[config.mk]
export PLATFORM = sky130hd
export DESIGN_NAME = gpio_edge_port
export DESIGN_NICKNAME = d
export VERILOG_FILES = /design/src/rtl/gpio_edge_pkg.sv /design/src/rtl/gpio_edge_ctrl.sv /design/src/rtl/gpio_edge_dpath.sv /design/src/rtl/gpio_edge_port.sv
export SDC_FILE = /design/constraint.sdc
export NUM_CORES = 1
export LEC_CHECK = 0
export BUFFER_PORTS_ARGS = -buffer_cell sky130_fd_sc_hd__buf_2
export CAP_MARGIN = 20
export CELL_PAD_IN_SITES_DETAIL_PLACEMENT = 0
export CELL_PAD_IN_SITES_GLOBAL_PLACEMENT = 1
export CORE_AREA = 5 5 121 123
export CTS_CLUSTER_DIAMETER = 80
export DETAILED_ROUTE_END_ITERATION = 16
export DIE_AREA = 0 0 126 128
export GPL_TIMING_DRIVEN = 0
export PLACE_DENSITY = 0.92
export SLEW_MARGIN = 20
export SYNTH_ARGS = -nofsm -noshare
export SYNTH_HDL_FRONTEND = slang
export SYNTH_SLANG_ARGS = --single-unit
[constraint.sdc]
create_clock -name clk -period 3.6 [get_ports clk]
set_input_delay 0.72 -clock clk [delete_from_list [all_inputs] [get_ports clk]]
set_output_delay 0.72 -clock clk [all_outputs]
set_load 0.005 [all_outputs]
[src/rtl/gpio_edge_pkg.sv]
package gpio_edge_pkg;

  localparam logic [1:0] SIZE_HALF = 2'b01;

  typedef enum logic [2:0] {
    RD_NONE,
    RD_IN,
    RD_OUT,
    RD_DIR,
    RD_EDGE,
    RD_MASK,
    RD_STAT,
    RD_PIN
  } rdSel_e;

  typedef struct packed {
    logic   wrOut;
    logic   wrDir;
    logic   wrEdge;
    logic   wrMask;
    logic   wrStat;
    logic   wrPin;
    rdSel_e rdSel;
  } ctlStrb_t;

endpackage

[src/rtl/gpio_edge_ctrl.sv]
module gpio_edge_ctrl
  import gpio_edge_pkg::*;
#(
  parameter int ADDR_W = 8
) (
  input  logic [ADDR_W-1:0] busAddr,
  input  logic              busWrEn,
  input  logic              busRdEn,
  input  logic [1:0]        busSize,
  output ctlStrb_t          strb
);

  localparam logic [ADDR_W-1:0] OFF_IN   = ADDR_W'(8'h00);
  localparam logic [ADDR_W-1:0] OFF_OUT  = ADDR_W'(8'h04);
  localparam logic [ADDR_W-1:0] OFF_DIR  = ADDR_W'(8'h08);
  localparam logic [ADDR_W-1:0] OFF_EDGE = ADDR_W'(8'h0C);
  localparam logic [ADDR_W-1:0] OFF_MASK = ADDR_W'(8'h10);
  localparam logic [ADDR_W-1:0] OFF_STAT = ADDR_W'(8'h14);
  localparam logic [ADDR_W-1:0] OFF_PIN  = ADDR_W'(8'h18);

  logic sizeOk;
  logic wrGo;
  logic rdGo;

  assign sizeOk = (busSize == SIZE_HALF);
  assign wrGo   = busWrEn && sizeOk;
  assign rdGo   = busRdEn && sizeOk;

  always_comb begin
    strb = '0;
    strb.rdSel = RD_NONE;
    if (wrGo) begin
      unique case (busAddr)
        OFF_OUT:  strb.wrOut  = 1'b1;
        OFF_DIR:  strb.wrDir  = 1'b1;
        OFF_EDGE: strb.wrEdge = 1'b1;
        OFF_MASK: strb.wrMask = 1'b1;
        OFF_STAT: strb.wrStat = 1'b1;
        OFF_PIN:  strb.wrPin  = 1'b1;
        default:  ;
      endcase
    end
    if (rdGo) begin
      unique case (busAddr)
        OFF_IN:   strb.rdSel = RD_IN;
        OFF_OUT:  strb.rdSel = RD_OUT;
        OFF_DIR:  strb.rdSel = RD_DIR;
        OFF_EDGE: strb.rdSel = RD_EDGE;
        OFF_MASK: strb.rdSel = RD_MASK;
        OFF_STAT: strb.rdSel = RD_STAT;
        OFF_PIN:  strb.rdSel = RD_PIN;
        default:  strb.rdSel = RD_NONE;
      endcase
    end
  end

endmodule

[src/rtl/gpio_edge_dpath.sv]
module gpio_edge_dpath
  import gpio_edge_pkg::*;
#(
  parameter int LINES = 16
) (
  input  logic             clk,
  input  logic             rst_n,
  input  ctlStrb_t         strb,
  input  logic [LINES-1:0] busWdata,
  input  logic [LINES-1:0] padIn,
  output logic [LINES-1:0] rdData,
  output logic [LINES-1:0] padOut,
  output logic [LINES-1:0] padOe,
  output logic             irqOut
);

  logic [LINES-1:0] metaS, syncS, prevS;
  logic [LINES-1:0] outReg, dirReg, edgeReg, maskReg, statReg, pinReg;
  logic [LINES-1:0] edgeHit;
  logic [LINES-1:0] clrBits;

  // Two-flop synchronizer plus previous-value stage
  always_ff @(posedge clk or negedge rst_n) begin
    if (!rst_n) begin
      metaS <= '0;
      syncS <= '0;
      prevS <= '0;
    end else begin
      metaS <= padIn;
      syncS <= metaS;
      prevS <= syncS;
    end
  end

  // Per-line transition detect with selectable polarity
  for (genvar i = 0; i < LINES; i++) begin : g_line
    logic riseI, fallI;
    assign riseI = syncS[i] & ~prevS[i];
    assign fallI = ~syncS[i] & prevS[i];
    assign edgeHit[i] = (edgeReg[i] ? riseI : fallI) & dirReg[i] & ~maskReg[i];
  end

  assign clrBits = strb.wrStat ? busWdata : '0;

  always_ff @(posedge clk or negedge rst_n) begin
    if (!rst_n) begin
      outReg  <= '1;
      dirReg  <= '1;
      edgeReg <= '1;
      maskReg <= '1;
      statReg <= '0;
      pinReg  <= '1;
    end else begin
      if (strb.wrOut)  outReg  <= busWdata;
      if (strb.wrDir)  dirReg  <= busWdata;
      if (strb.wrEdge) edgeReg <= busWdata;
      if (strb.wrMask) maskReg <= busWdata;
      if (strb.wrPin)  pinReg  <= busWdata;
      statReg <= (statReg & ~clrBits) | edgeHit;
    end
  end

  always_comb begin
    unique case (strb.rdSel)
      RD_IN:   rdData = syncS & pinReg;
      RD_OUT:  rdData = outReg;
      RD_DIR:  rdData = dirReg;
      RD_EDGE: rdData = edgeReg;
      RD_MASK: rdData = maskReg;
      RD_STAT: rdData = statReg;
      RD_PIN:  rdData = pinReg;
      default: rdData = '0;
    endcase
  end

  assign padOe  = ~dirReg;
  assign padOut = outReg & ~dirReg;
  assign irqOut = |statReg;

  AST_MASKED_NO_CAPTURE: assert property (@(posedge clk) disable iff (!rst_n)
    ((statReg & ~$past(statReg)) & $past(~dirReg | maskReg)) == '0);

  AST_W1C_CLEARS: assert property (@(posedge clk) disable iff (!rst_n)
    (strb.wrStat && edgeHit == '0) |=> ((statReg & $past(busWdata)) == '0));

  AST_EDGE_WINS: assert property (@(posedge clk) disable iff (!rst_n)
    (edgeHit != '0) |=> ((statReg & $past(edgeHit)) == $past(edgeHit)));

  AST_DIR_HOLD: assert property (@(posedge clk) disable iff (!rst_n)
    !strb.wrDir |=> $stable(dirReg));

endmodule

[src/rtl/gpio_edge_port.sv]
module gpio_edge_port
  import gpio_edge_pkg::*;
#(
  parameter int LINES  = 16,
  parameter int ADDR_W = 8
) (
  input  logic              clk,
  input  logic              rst_n,
  input  logic [ADDR_W-1:0] busAddr,
  input  logic              busWrEn,
  input  logic              busRdEn,
  input  logic [1:0]        busSize,
  input  logic [LINES-1:0]  busWdata,
  output logic [LINES-1:0]  busRdata,
  input  logic [LINES-1:0]  padIn,
  output logic [LINES-1:0]  padOut,
  output logic [LINES-1:0]  padOe,
  output logic              irqOut
);

  ctlStrb_t strb;

  gpio_edge_ctrl #(.ADDR_W(ADDR_W)) ctrl_i (
    .busAddr (busAddr),
    .busWrEn (busWrEn),
    .busRdEn (busRdEn),
    .busSize (busSize),
    .strb    (strb)
  );

  gpio_edge_dpath #(.LINES(LINES)) dpath_i (
    .clk      (clk),
    .rst_n    (rst_n),
    .strb     (strb),
    .busWdata (busWdata),
    .padIn    (padIn),
    .rdData   (busRdata),
    .padOut   (padOut),
    .padOe    (padOe),
    .irqOut   (irqOut)
  );

  AST_BAD_SIZE_READS_ZERO: assert property (@(posedge clk) disable iff (!rst_n)
    (busRdEn && busSize != SIZE_HALF) |-> busRdata == '0);

  AST_IRQ_FALLS_ON_WRITE: assert property (@(posedge clk) disable iff (!rst_n)
    $fell(irqOut) |-> $past(busWrEn));

endmodule

==> results of run 1 <==
[layer usage]
layer / vias to the layer above / part of all wire / global-route usage
li1: 2127 / - / -
met1: 2412 / 0.42 / 0.2805
met2: 196 / 0.48 / 0.3321
met3: 33 / 0.072 / 0.05750
met4: 0 / 0.024 / 0.1016
met5: - / 0 / 0
[final cells by class]
class	count	area, um^2
clock inverters	11	138.9
inverters	32	120.1
repair buffers	93	498.0
clock buffers	21	460.4
plain buffers	20	147.6
well taps	180	225.2
flip-flops and latches	144	3704
fillers	1106	5640
multi-input cells	323	2624
[metrics by stage]
step                      power, mW  area (um^2)  setup WS, ns  cells
after floorplan               1.834         6591        0.7013    519
after global placement        1.942         7277       -0.1708    791
after detailed placement      1.958         7315       -0.1661    792
after CTS                     3.736         7916       0.03630    824
after global routing          3.832         7918      -0.03696    824
final                         3.701         7918       0.06604    824
[repair_timing]
action	CTS	global route
endpoints found under the setup margin	11	12
cloned	0	0
resized for setup	2	3
[kinds of logic (layout without fill, tap and decap cells)]
logic type	Yosys count	count (layout)
AND/OR/NAND/NOR	128	128
multiplexers	99	99
buffers and inverters	52	177
XOR/XNOR	1	1
flip-flops	144	144
AO/OA/AOI/OAI	95	95
[placed cells by master, fill, tap and decap left out, drive strengths merged, types with 6 or more instances in the layout]
master  Yosys  final
a211o       8      8
nor3        7      7
nand2      31     31
nor2       14     14
a32o       21     21
mux2i      17     17
o21ai      16     16
mux2       82     82
buf        15    108
clkinv      0      6
a22oi      11     11
and3        6      6
nand2b     17     17
dfrtp      64     64
inv        32     32
o22ai      13     13
dfstp      80     80
a32oi       8      8
clkbuf      4     26
nand3b     18     18
nor2b      17     17
[where the power goes]
part	total [mW]	switching [mW]	internal [mW]
sequential	1.74	0.0491	1.69
combinational	0.192	0.109	0.0831
clock	1.77	0.648	1.12
total	3.70	0.806	2.89
[path summary, 6_finish.rpt]
path | cells past startpoint | endpoint | slack [ns]
min reg2reg | 0 | dpath_i.syncS[2] | 0.35
min in group clk | 0 | dpath_i.syncS[2] | 0.35
min | 1 | dpath_i.metaS[12] | 0.19
max reg2reg | 3 | dpath_i.statReg[1] | 2.45
max in group asynchronous | 2 | dpath_i.outReg[4] | 2.61
max | 7 | busRdata[8] | 0.07
==> metrics list, run 1 <==
* Run status: finished, final reports clean
- Maxcap violations: 0
- Post-CTS Hold Buffers: 0
- At the worst endpoint, the required time is 2.88 ns.
- Fraction of synthesized area in multiplexers: 0.1659
* Die Span Y: 128 um
* Pin count of the biggest net entering global routing: 95
- Sequence of cells on the critical path: buf_2 -> nor3_2 -> nand2_1 -> nor3_1 -> clkbuf_2 -> a221o_1 -> buf_2
* Routed length per instance: 20.41 um
- Total count of hold-check failures in the final report: 0
- In the finished design, the share of the clock period the worst path needs comes to 0.9817.
- Synthesized Nets: 565
- Most frequent cell after synthesis: sky130_fd_sc_hd__mux2_2
* Power density over the cells: 467.4 nW/um^2
- Across all layers, the routed design uses 4768 vias.
- Measured against its own limit, the worst slew margin works out to 0.4736.
- Ratio of cells with drive above 1 in the final layout: 0.4953
* Crit path max fanout: 10
* Die outline area: 16130 um^2
* Critical path origin: busAddr[7]
* Delay of the slowest cell on the worst path: 0.50 ns
- For this configuration, the core starts out at a cell density of 0.4862.
- Of the total synthesized cell area, the portion taken by XOR and XNOR cells is 0.001329.
- The area growth from synthesis to layout is 20.12%.
- Number of buffers between clock root and the deepest sink: 2
- Summed over all instances, the cell type with the most area after synthesis is sky130_fd_sc_hd__dfstp_2.
* Kind of cell adding the most delay to the critical path: simple AND/OR/NAND/NOR gates
- Number of synthesized register bits: 144
* Number of buffers created by CTS: 17
- TritonCTS built the clock tree.
* Synthesized area: 6591 um^2
- In this run, synthesis inferred 0 flip-flops with an integrated enable.
* Measured slew at the worst slew-check pin: 0.7867 ns
- For the worst-skew pair, the clock arrives at the later sink with an insertion delay of 0.43 ns.
- Drt total wl: 16820 um
* Root buf cell: sky130_fd_sc_hd__clkbuf_16
- The first TritonRoute pass finished after 5 iterations.
- The detailed router finished its first iteration with 433 violations.
* Hold Crit Class: input port to asynchronous set/reset pin
- The worst setup path is launched from an input port.
- Row generation in the floorplan step produced 43 rows.
- Number of endpoints failing setup at the final stage: 0
- Mean instance size in the synthesized netlist: 12.70 um^2
- The Yosys step of the flow raised 0 warnings.
* CTS sink count: 144
- Slowest stage cell on the critical path: sky130_fd_sc_hd__nor3_2
* R2R Path Start: dpath_i.edgeReg[1]
- For this run, the register share of the synthesized area comes to 0.5619.
- Derived from the worst setup path, the maximum achievable clock frequency is 283.0 MHz.
* Arrival time worst endpoint: 2.81 ns
- The repair_antennas step left the layout with diodes totalling 0.
- H-tree levels: 4
- Crit path capture type: primary output
- The first global-routing pass estimated 26450 um of wire.
- The final-report max-slew violation count is 0.
- Synthesis produced a netlist whose cell count is 519.
- Global-route congestion overflow total: 0
- Hold timing on the final database bottoms out at a slack of 0.1923 ns.
- By area the synthesized netlist is led by sky130_fd_sc_hd__dfstp_2 32%, sky130_fd_sc_hd__dfrtp_1 24%, sky130_fd_sc_hd__mux2_2 14%, sky130_fd_sc_hd__a32o_1 3.2%, sky130_fd_sc_hd__mux2i_1 2.6%.
- By area, the combinational part of the netlist is dominated by multiplexers.
- Measured along the x axis, the die boundary spans 126 um.
- Distinct cell type count after synthesis: 50
- The detail route stage leaves a number of antenna-violating nets equal to 0.
* Crit path buffers/inverters: 3
- Area fraction of the dominant cell type after synthesis: 0.3189
* Primary flip-flop cell chosen by synthesis mapping: sky130_fd_sc_hd__dfstp_2
* Final net count: 677
* Classification of the worst setup path: input port to primary output
* Tmin final: 3.534 ns
- Of all flip-flops after synthesis, the portion carrying an async set or reset was 1.000.
- The floorplan step defined a core boundary enclosing 13560 um^2.
- Post-DP HPWL: 11270 um
- Pin placement for this block handled 95 I/O pins.
* Worst IR Drop VDD: 0.3001 mV
* Post-route DRC violation count: 0
- Of the total synthesized cell area, the portion taken by AND, OR, NAND and NOR gates is 0.1164.
- The initial antenna violation count is 0.
- The share of the synthesized area in compound gates (AO/OA/AOI/OAI) came to 0.1137.
- In the final timing run, aggregate negative setup slack is 0 ns.
- Reg clk slew, reported paths: 0.06 ns
- Leakage component of the power: 3.458 nW
* Buffers inserted during post-CTS setup optimization: 0
- For the final database, setup skew stands at 0.006665 ns.
* Post-synth top cells: 82 x sky130_fd_sc_hd__mux2_2, 80 x sky130_fd_sc_hd__dfstp_2, 64 x sky130_fd_sc_hd__dfrtp_1
- The number of global-route vias before repair is 4960.
* Post-Synth Adder-Cell Area: 0
* RD Place Congestion: 0.8436
- The cell that appears most often on the critical path is sky130_fd_sc_hd__buf_2.
- For this run, the total global-route usage over all layers was measured as 0.2139.
* Via-per-instance ratio: 5.786
* Final standard cell utilization of the core: 0.5840
- Buffers placed on the I/O ports in this run total 92.
Power figures use the tool's default switching activity.
==> run 2: changes to the inputs <==
GPL_TIMING_DRIVEN = unset   (was 0)
SLEW_MARGIN = 25   (was 20)
==> run 2 against run 1 <==
Via count grew 0.36%. Combinational power about the same. Flip-flop and latch count unchanged. Die area stayed put. Critical path type unchanged. Clock-buffer cell count up 5. Global-route usage is 0.40 points lower. Core utilization fell by 0.12 points. Maximum frequency rose by 5.5%. Sequential share of layout area increased by 0.096 points. First-iteration DRC count up 5.1%.
==> metrics list, run 2 (synthesized netlist as in run 1, its figures left out) <==
- Critical path launch point type: input port
* R2R Path Start: dpath_i.edgeReg[11]
- Starting utilization of the core area: 0.4862 (unchanged)
* Global-route congestion overflow total: 0 (unchanged)
- Cell depth of the worst flop-to-flop path: 3 (unchanged)
- Die Span Y: 128 um (unchanged)
- The antenna violation net count after detailed routing is 0 (unchanged).
* Leakage component of the power: 3.463 nW (+0.15%)
- The total CTS buffers was 17 (unchanged).
* Setup slack on the worst flop-to-flop path: 2.45 ns (about the same)
* Classification of the worst setup path: input port to primary output
- Total count of hold-check failures in the final report: 0 (unchanged)
* Internal power summed over all cells: 2.934 mW (+1.4%)
- The placed instance area was 7297 um^2 (-0.24%).
* Crit path capture type: primary output
* Worst IR Drop VDD: 0.3371 mV (+12%)
- The highest net fanout along the worst path is 7 (-3).
- The power density relative to cell area was 469.6 nW/um^2 (+0.47%).
- The endpoint arrival time on the critical path is 2.63 ns (-0.18 ns).
* Measured slew at the worst slew-check pin: 0.7074 ns (-0.07931 ns)
- Switching power: 0.7763 mW (-3.7%)
- The first-pass GRT wire length came to 26350 um (-0.39%).
- The fraction of final layout cells with drive strength greater than 1 came to 0.4914 (-0.003895).
- Via-per-instance ratio: 5.814 (+0.48%)
* Total via count after detailed routing: 4785 (+0.36%)
- Initial antenna violation count: 0 (unchanged)
* Number of gates resized after cts: 0 (-2)
- The final setup skew was 0.005230 ns (-0.001435 ns).
- Final net count: 676 (-0.15%)
- The flow ran to the end, and the final reports show no timing, DRC or antenna violations.
- The max-capacitance violation count is 0 (unchanged).
- The number of levels in the clock H-tree came to 4 (unchanged).
- Switching Fraction: 0.2092 (-0.008533)
- The sequential fraction of design power is 0.469 (-0.002).
- The core footprint came to 13560 um^2 (unchanged).
- Setup repair after global routing left no endpoint under its margin.
* Number of standard-cell rows in the floorplan: 43 (unchanged)
* Reg clk slew, reported paths: 0.05 ns (about the same)
* Root buf cell: sky130_fd_sc_hd__clkbuf_16
- Post-route DRC violation count: 0 (unchanged)
- Hold Crit Class: input port to asynchronous set/reset pin
- The portion of total power attributed to the clock network is 0.480 (+0.003).
* Via count of the first global-routing pass: 4998 (+0.77%)
- The number of setup violations in the final report is 0 (unchanged).
- First-pass iteration count of the detailed router: 8 (+3)
* Final critical-path setup slack: 0.2516 ns (+0.1855 ns)
* Layout-stage area growth over the synthesis result: 19.87%
- The placed wire-length estimate was 10940 um (-3.0%).
- The final worst hold slack is 0.3165 ns (+0.1242 ns).
* Tmin final: 3.348 ns (-0.1855 ns)
- Final standard cell utilization of the core: 0.5828 (-0.001199)
* Initial drt markers: 455 (+5.1%)
- The final estimated routing congestion in global placement was 0.8698 (+3.1%).
* CTS sink count: 144 (unchanged)
- Commonest cells after routing, fill and taps aside: 93 x sky130_fd_sc_hd__buf_2, 82 x sky130_fd_sc_hd__mux2_2, 80 x sky130_fd_sc_hd__dfstp_2, 64 x sky130_fd_sc_hd__dfrtp_1, 32 x sky130_fd_sc_hd__inv_1
- Die outline area: 16130 um^2 (unchanged)
- All-layer global routing usage: 0.2098 (-0.004037)
- Maximum operating frequency: 298.6 MHz (+5.5%)
* Slew Limit Headroom: 0.5284 (+0.05481)
- Diodes inserted: 0 (unchanged)
* Cell area after layout: 7901 um^2 (-0.21%)
- Clock latency reported for the late side of the worst-skew pair: 0.42 ns (about the same)
- The period utilization was 0.9301 (-0.05154).
* Max-slew violation count: 0 (unchanged)
- Number of top-level design ports: 95 (unchanged)
* Post-Place Setup Slack: 0.2746 ns (+0.4407 ns)
* Port buffer count: 94 (+2.2%)
- Post-CTS Hold Buffers: 0 (unchanged)
* Portion of total power attributed to combinational logic: 0.051 (about the same)
- The largest net degree at the start of global routing is 79 (-17%).
* Drt total wl: 16380 um (-2.6%)
* TritonCTS clock tree: done
- The endpoint identified for the worst register-to-register timing path is dpath_i.statReg[11].
* Final-layout setup total negative slack: 0 ns (unchanged)
* Chip Width: 126 um (unchanged)
- Critical path data required time: 2.88 ns (about the same)
- The buffer levels on the longest clock path came to 2 (unchanged).
* Buffers inserted during post-CTS setup optimization: 0 (unchanged)
* Leading cell type in the layout, fill and taps excluded: sky130_fd_sc_hd__buf_2
- Routed length per instance: 19.91 um (-2.4%)
==> run 2: cell count changes in the layout (fill, tap and decap cells not counted), moves of 2 or more <==
cell | before | now
sky130_fd_sc_hd__buf_4 | 4 | 17
sky130_fd_sc_hd__buf_2 | 97 | 93
sky130_fd_sc_hd__buf_6 | 4 | 1
sky130_fd_sc_hd__clkbuf_2 | 3 | 0
sky130_fd_sc_hd__clkbuf_8 | 2 | 4
sky130_fd_sc_hd__clkinv_2 | 5 | 3
sky130_fd_sc_hd__clkinvlp_4 | 2 | 0
sky130_fd_sc_hd__nor2_1 | 10 | 12
sky130_fd_sc_hd__nor2_2 | 4 | 2
==> run 2: cell type report <==
class,count,area [um^2]
clock inverter,6,105.1
sequential,144,3704
multi-input combinational,323,2624
timing repair buffer,112,624.3
fill,1110,5657
clock buffer,26,499.2
tap,180,225.2
inverter,32,120.1
==> run 2: critical path, cell delays in order <==
cell,delay [ns]
sky130_fd_sc_hd__buf_2,0.12
sky130_fd_sc_hd__or2_1,0.37
sky130_fd_sc_hd__nor2_1,0.60
sky130_fd_sc_hd__buf_4,0.29
sky130_fd_sc_hd__a32oi_1,0.08
sky130_fd_sc_hd__o22ai_1,0.14
sky130_fd_sc_hd__o21bai_1,0.16
sky130_fd_sc_hd__buf_2,0.14
==> run 2: per-stage QoR <==
| step | total power [mW] | std cells |
|---|---|---|
| detailed placement | 1.956 | 791 |
| floorplan | 1.834 | 519 |
| CTS | 3.747 | 823 |
| finish | 3.710 | 823 |
| global placement | 1.946 | 791 |
| global route | 3.856 | 823 |
==> run 2: worst max-delay path by stage <==
stage	end	cells past startpoint	slack, ns	start
after floorplan	busRdata[4]	5	0.70	busAddr[7]
after global placement	busRdata[14]	8	0.34	busAddr[7]
after detailed placement	busRdata[5]	8	0.27	busAddr[1]
after CTS	busRdata[5]	8	0.26	busAddr[1]
after global routing	busRdata[5]	8	0.15	busAddr[1]
final	busRdata[5]	8	0.25	busAddr[1]
==> run 2: power by group through the flow <==
| stage | sequential (mW) | clock (mW) | combinational, mW |
|---|---|---|---|
| floorplan | 1.75 | 0 | 0.0872 |
| global placement | 1.76 | 0 | 0.185 |
| finish | 1.74 | 1.78 | 0.189 |
| global route | 1.75 | 1.90 | 0.210 |
| CTS | 1.74 | 1.81 | 0.192 |
| detailed placement | 1.76 | 0 | 0.191 |
==> run 2: per-layer routing <==
metal / wire, um / GRT usage / vias up
met5: 0 / 0 / -
met4: 311 / 0.08580 / 0
met3: 1336 / 0.05458 / 30
met2: 8090 / 0.3399 / 225
met1: 6646 / 0.2700 / 2398
li1: - / - / 2132
